$ cat src/rtl/irq_router.sv
module irq_router #(
  parameter int NSRC    = 32,
  parameter int FIELD_W = 4,
  parameter int NLINE   = 7,
  parameter int AW      = 3,
  parameter int DW      = 32
) (
  input  logic            clk,
  input  logic            rst_n,
  input  logic [NSRC-1:0] src_i,
  input  logic            wr_en_i,
  input  logic [AW-1:0]   wr_addr_i,
  input  logic [DW-1:0]   wr_data_i,
  input  logic [AW-1:0]   rd_addr_i,
  output logic [DW-1:0]   rd_data_o,
  output logic [NLINE-1:0] irq_o
);
  localparam int PER_WORD  = DW / FIELD_W;
  localparam int NWORD     = NSRC / PER_WORD;
  localparam int CLR_ADDR  = NWORD;
  localparam int PEND_ADDR = NWORD + 1;
  localparam int RT_W      = FIELD_W - 1;
  localparam logic [7:0] LEGAL = 8'b0101_1111;

  logic [NSRC*FIELD_W-1:0] ctrl_q;
  logic [NSRC-1:0]         pend_q;
  logic [NSRC-1:0]         clr_mask;
  logic [NLINE-1:0]        line_d;

  always_ff @(posedge clk or negedge rst_n) begin
    if (!rst_n) begin
      ctrl_q <= '0;
    end else if (wr_en_i) begin
      for (int w = 0; w < NWORD; w++)
        if (wr_addr_i == AW'(w)) ctrl_q[w*DW +: DW] <= wr_data_i;
    end
  end

  assign clr_mask = (wr_en_i && wr_addr_i == AW'(CLR_ADDR)) ? wr_data_i[NSRC-1:0] : '0;

  always_ff @(posedge clk or negedge rst_n) begin
    if (!rst_n) pend_q <= '0;
    else        pend_q <= (pend_q & ~clr_mask) | src_i;
  end

  for (genvar k = 0; k < NLINE; k++) begin : g_line
    if (k < 8 && LEGAL[k]) begin : g_legal
      always_comb begin
        line_d[k] = 1'b0;
        for (int n = 0; n < NSRC; n++)
          if (pend_q[n] && ctrl_q[n*FIELD_W + RT_W] &&
              ctrl_q[n*FIELD_W +: RT_W] == RT_W'(k))
            line_d[k] = 1'b1;
      end
    end else begin : g_tied
      assign line_d[k] = 1'b0;
    end
  end

  always_ff @(posedge clk or negedge rst_n) begin
    if (!rst_n) irq_o <= '0;
    else        irq_o <= line_d;
  end

  always_comb begin
    rd_data_o = '0;
    for (int w = 0; w < NWORD; w++)
      if (rd_addr_i == AW'(w)) rd_data_o = ctrl_q[w*DW +: DW];
    if (rd_addr_i == AW'(PEND_ADDR)) rd_data_o = DW'(pend_q);
  end
endmodule

$ cat config.mk
export PLATFORM = sky130hd
export DESIGN_NAME = irq_router
export DESIGN_NICKNAME = d
export VERILOG_FILES = /design/src/rtl/irq_router.sv
export SDC_FILE = /design/constraint.sdc
export NUM_CORES = 1
export LEC_CHECK = 0
export BUFFER_PORTS_ARGS = -buffer_cell sky130_fd_sc_hd__buf_2
export CAP_MARGIN = 10
export CORE_ASPECT_RATIO = 1.1
export CORE_MARGIN = 2
export CORE_UTILIZATION = 59
export DETAILED_ROUTE_END_ITERATION = 8
export PLACE_DENSITY = 0.81
export SLEW_MARGIN = 20
export SYNTH_ARGS = -nofsm -noshare
export SYNTH_HDL_FRONTEND = slang
export SYNTH_SLANG_ARGS = --single-unit
$ cat constraint.sdc
create_clock -name clk -period 2.1 [get_ports clk]
set_clock_uncertainty 0.05 [all_clocks]
set_input_delay 0.315 -clock clk [delete_from_list [all_inputs] [get_ports clk]]
set_output_delay 0.315 -clock clk [all_outputs]
set_load 0.05 [all_outputs]
Word-level counts from Yosys, hierarchy flattened. Index checks and enable logic that the tools add are counted.

Register bits: 166. Bits in latches: 0. Bits in writable memories: 0. ROM bits: 0. Input port bits: 73. Output and inout bits: 39. Logic and storage cells: 638. Memories: 0.

Add/subtract/negate cells: 0. Multipliers: 0. Div/mod/pow operators: 0. $lt $le $gt $ge: 0. Equal/unequal tests: 168. Shifts and indexed selects: 0. Muxes and demuxes: 198. Bitwise gates (word level): 3. Reduce and logical (&&, ||, !) cells: 263.

Operators with widths (number): 1-bit logical AND (225); 3-bit by 2-bit == test with 1-bit output, second input constant (68); 3-bit == test, second input constant (66); 1-bit 2-to-1 mux (192); 32-bit 2-to-1 mux (6); 3-bit by 1-bit == test with 1-bit output, second input constant (34); 3-bit logical NOT (34); 32-bit AND (1); 32-bit NOT (1); 32-bit OR (1); 2-bit AND reduction (4).

Logic depth before layout (Yosys ltp).
Depth in word-level cells: 34. Depth in mapped cells: 7. Depth with buffers taken out: 5.

Worst setup path after synthesis. OpenSTA, ideal clock, no wires.

Path type: in2out. Start point: input rd_addr_i[1]. End point: output rd_data_o[5]. Arrival time: 1.974 ns. Required time: 1.735 ns. Setup slack: -0.239 ns. Cell stages on the path: 4. Path buffers: 1. Cell sequence: clkbuf_1 nor2b_1 a21oi_1 o21ai_0.

Longest elaborated chain between the ends: 6. Elaborated cells between the ends (all ways): 10. Classes of those cells: eq/ne: 4; mux: 5; reduce/logical: 1.

RTL lines: start: declaration (line 14) `input logic [AW-1:0] rd_addr_i,`; 3-bit logical NOT (line 68) `if (rd_addr_i == AW'(w)) rd_data_o = ctrl_q[w*DW +: DW];`; 32-bit 2-to-1 mux (4 in series) (line 68); 32-bit 2-to-1 mux * (line 69) `if (rd_addr_i == AW'(PEND_ADDR)) rd_data_o = DW'(pend_q);`; end: declaration (line 15) `output logic [DW-1:0] rd_data_o,`.

Every way passes the cells marked *; elsewhere a longest branch is shown, timed or not.

Final worst setup path.
Start point: register ctrl_q[21]. End point: output rd_data_o[21].

Longest elaborated chain between the ends: 5.

RTL lines: start: declaration (line 25) `logic [NSRC*FIELD_W-1:0] ctrl_q;`; start signal: indexed assignment (line 35) `if (wr_addr_i == AW'(w)) ctrl_q[w*DW +: DW] <= wr_data_i;`; 32-bit 2-to-1 mux (4 in series) (line 68); 32-bit 2-to-1 mux (line 69).

No other way between the ends.

==> run summary <==
GR peak layer - met2
global-route wire length before repair - 54.9 mm
vias in the first global route - 8858
Pleak - 0.00521 uW
CP Cell Sequence - mux4_2 > a22o_1 > buf_6
Synth Instances - 842
drt wl/cell - 30.5 um
drt drc - 0
vias per inst - 7.26
DP Area - 10800 um^2
total clock sinks - 166
RSZ-0062 raised after global routing - yes
FMAX - 457 MHz
critical path fanouts, max - 3
number of synthesized flops with an enable pin - 0
met2 Usage GRT - 74.1%
Hold Path Class - in -> reg
Layout fillers - 895
Synth area leader - dfrtp_1
failing checks - negative setup slack
maximum number of pins on one net before global-route repair - 61
Distinct cells, synth - 59
post-route setup slack - -90.5 ps
peak supply drop - 0.716 mV
via count - 9690
number of CTS-inserted buffers - 17
WS Path Type - reg -> out
grt met1 use - 57.6%
Post-synth ARST share - 100%
clock latency on the worst-skew pair - 450 ps
initial antenna violation count - 0
Tmin final - 2190 ps
post-synth top area share - 44.5%
Power Total - 12900 uW
Final Cycle Share - 104%
setup violators final - 11
Worst setup SP type - flip-flop
DIE AREA - 16900 um^2
CTS H-tree lvls - 4
met3 Use GR - 8.81%
crit path DAT - 1830 ps
status - finished with violations
Synthesized Nets - 915
count leader, synth - dfrtp_1
GRT Total Usage - 45.5%
initial drt markers - 1485
Max-Slew Margin vs Limit - 37.9%
grt ovf - 0
Synth area leaders - dfrtp_1 44%, mux2_2 13%, mux4_2 6.7%
maxcap violations - 0
worst hold stages - 2
core area - 15600 um^2
CTS tree - yes
routability cong. - 1.08
crit path max-delay cell type - mux4_2
Die Height - 136 um
Final nets - 1195
Clock Pin Slew Worst Setup and Hold Paths - 70 ps
top post-synthesis cells by count - 166 x dfrtp_1, 110 x mux2_2, 86 x nand2_1
Synth Register Bits - 166
Multi-input gate area - 5010 um^2
placed instance count - 1200
CP required - 1740 ps
depth of the most critical reg-to-reg path - 6
Max Root-Sink Buffers - 2
Mapped Area - 9350 um^2
layout cell share with drive strength beyond 1 - 45.9%
Post-Route WL - 40.6 mm
Worst setup EP type - output port
Layout area overhead - 33.4%
power density cells - 1040 nW/um^2
max incr delay on CP - 540 ps
Die W - 124 um
initial core utilization - 59.8%
non-filler cells, final - 1334
post-DP HPWL - 26.5 mm
Yosys warning count - 0
root buffer cell - clkbuf_16
post-synthesis sequential area ratio - 44.5%
syn avg cell area - 11.1 um^2
Cell Rows - 48
remaining antenna violation count after routing - 0
# IOs - 112
final instance area - 12500 um^2
register area - 4220 um^2
ant diodes - 0
top_reg_cell synth - dfrtp_1
pre-CTS WS - 69.7 ps
worst-margin pin slew - 919 ps
Max Slew Vio Count - 0
number of port buffers - 110
drt first pass iters - 8
Hold Vio Cnt, Final - 0
[cell usage in the layout, fill, tap and decap left out, drive strengths merged, types with 23 or more instances in the layout]
| master | instances |
|---|---|
| o21ai | 25 |
| mux4 | 28 |
| nor4 | 27 |
| dfrtp | 166 |
| a21o | 32 |
| mux2 | 110 |
| buf | 275 |
| a22o | 32 |
| nand4 | 29 |
| inv | 32 |
| nor2 | 23 |
| nand2 | 86 |
| nor2b | 30 |
[where the power goes]
part	internal [uW]	switching, uW	total [uW]
logic	2300	2810	5120
registers	3840	630	4470
clock network	1830	1510	3340
[per-layer routing]
layer / vias up / wire [um]
met5: - / 0
met3: 259 / 4650
li1: 3830 / -
met4: 0 / 3040
met2: 928 / 18800
met1: 4673 / 14100
[state kept, by name (all words and copies together) (netlist names)]
register / count
ctrl_q: 128
pend_q: 32
irq_o: 6
[repair_timing]
action,in CTS,in global routing
endpoints found under the setup margin,29,30
pin swaps,14,13
endpoints found under the hold margin,51,0
hold buffers,16,0
resized for setup,94,25
buffers inserted,60,44
[logic make-up (layout without fill, tap and decap cells)]
kind of cell	Yosys count	in the layout	share of synthesized area [%]
buffers and inverters	54	346	2.38
AND/OR/NAND/NOR	338	338	21.1
multiplexers	142	142	20.4
AO/OA/AOI/OAI	141	141	11.6
flip-flops	166	166	44.5
other	1	1	0.0401
[cell type report]
class	count	share of cell area, %
repair buffers	292	18.4
clock buffers	18	3.52
clock inverters	13	1.30
well taps	200	2.01
multi-input cells	622	40.2
flip-flops and latches	166	33.9
inverters	23	0.692
[worst paths after layout]
kind	startpoint	end	slack (ps)
min reg2reg	pend_q[31]$_DFF_PN0_	pend_q[31]$_DFF_PN0_	500
min	src_i[26]	pend_q[26]$_DFF_PN0_	1
max	ctrl_q[21]$_DFFE_PN0P_	rd_data_o[21]	-90
min in group asynchronous	rst_n	pend_q[1]$_DFF_PN0_	300
max reg2reg	ctrl_q[83]$_DFFE_PN0P_	irq_o[2]$_DFF_PN0_	-50
max in group asynchronous	rst_n	ctrl_q[20]$_DFFE_PN0P_	990
[stage by stage]
step / hold slack [ps] / utilization [%] / setup TNS, ps
floorplan: -30.6 / - / -998
global placement: 207 / 69.1 / 0
detailed placement: 204 / 69.1 / 0
CTS: 0.0296 / 77.3 / -100
global route: 4.42 / 79.9 / -545
finish: 1.20 / 79.9 / -329
[critical path: cells and delay by family (launching register included)]
family | cells | cell delay, ps
buffers and inverters | 1 | 160
AOI/OAI and AO/OA | 1 | 230
muxes | 1 | 540
DFF | 1 | 450
No activity file was read; power rests on OpenSTA's default activity.
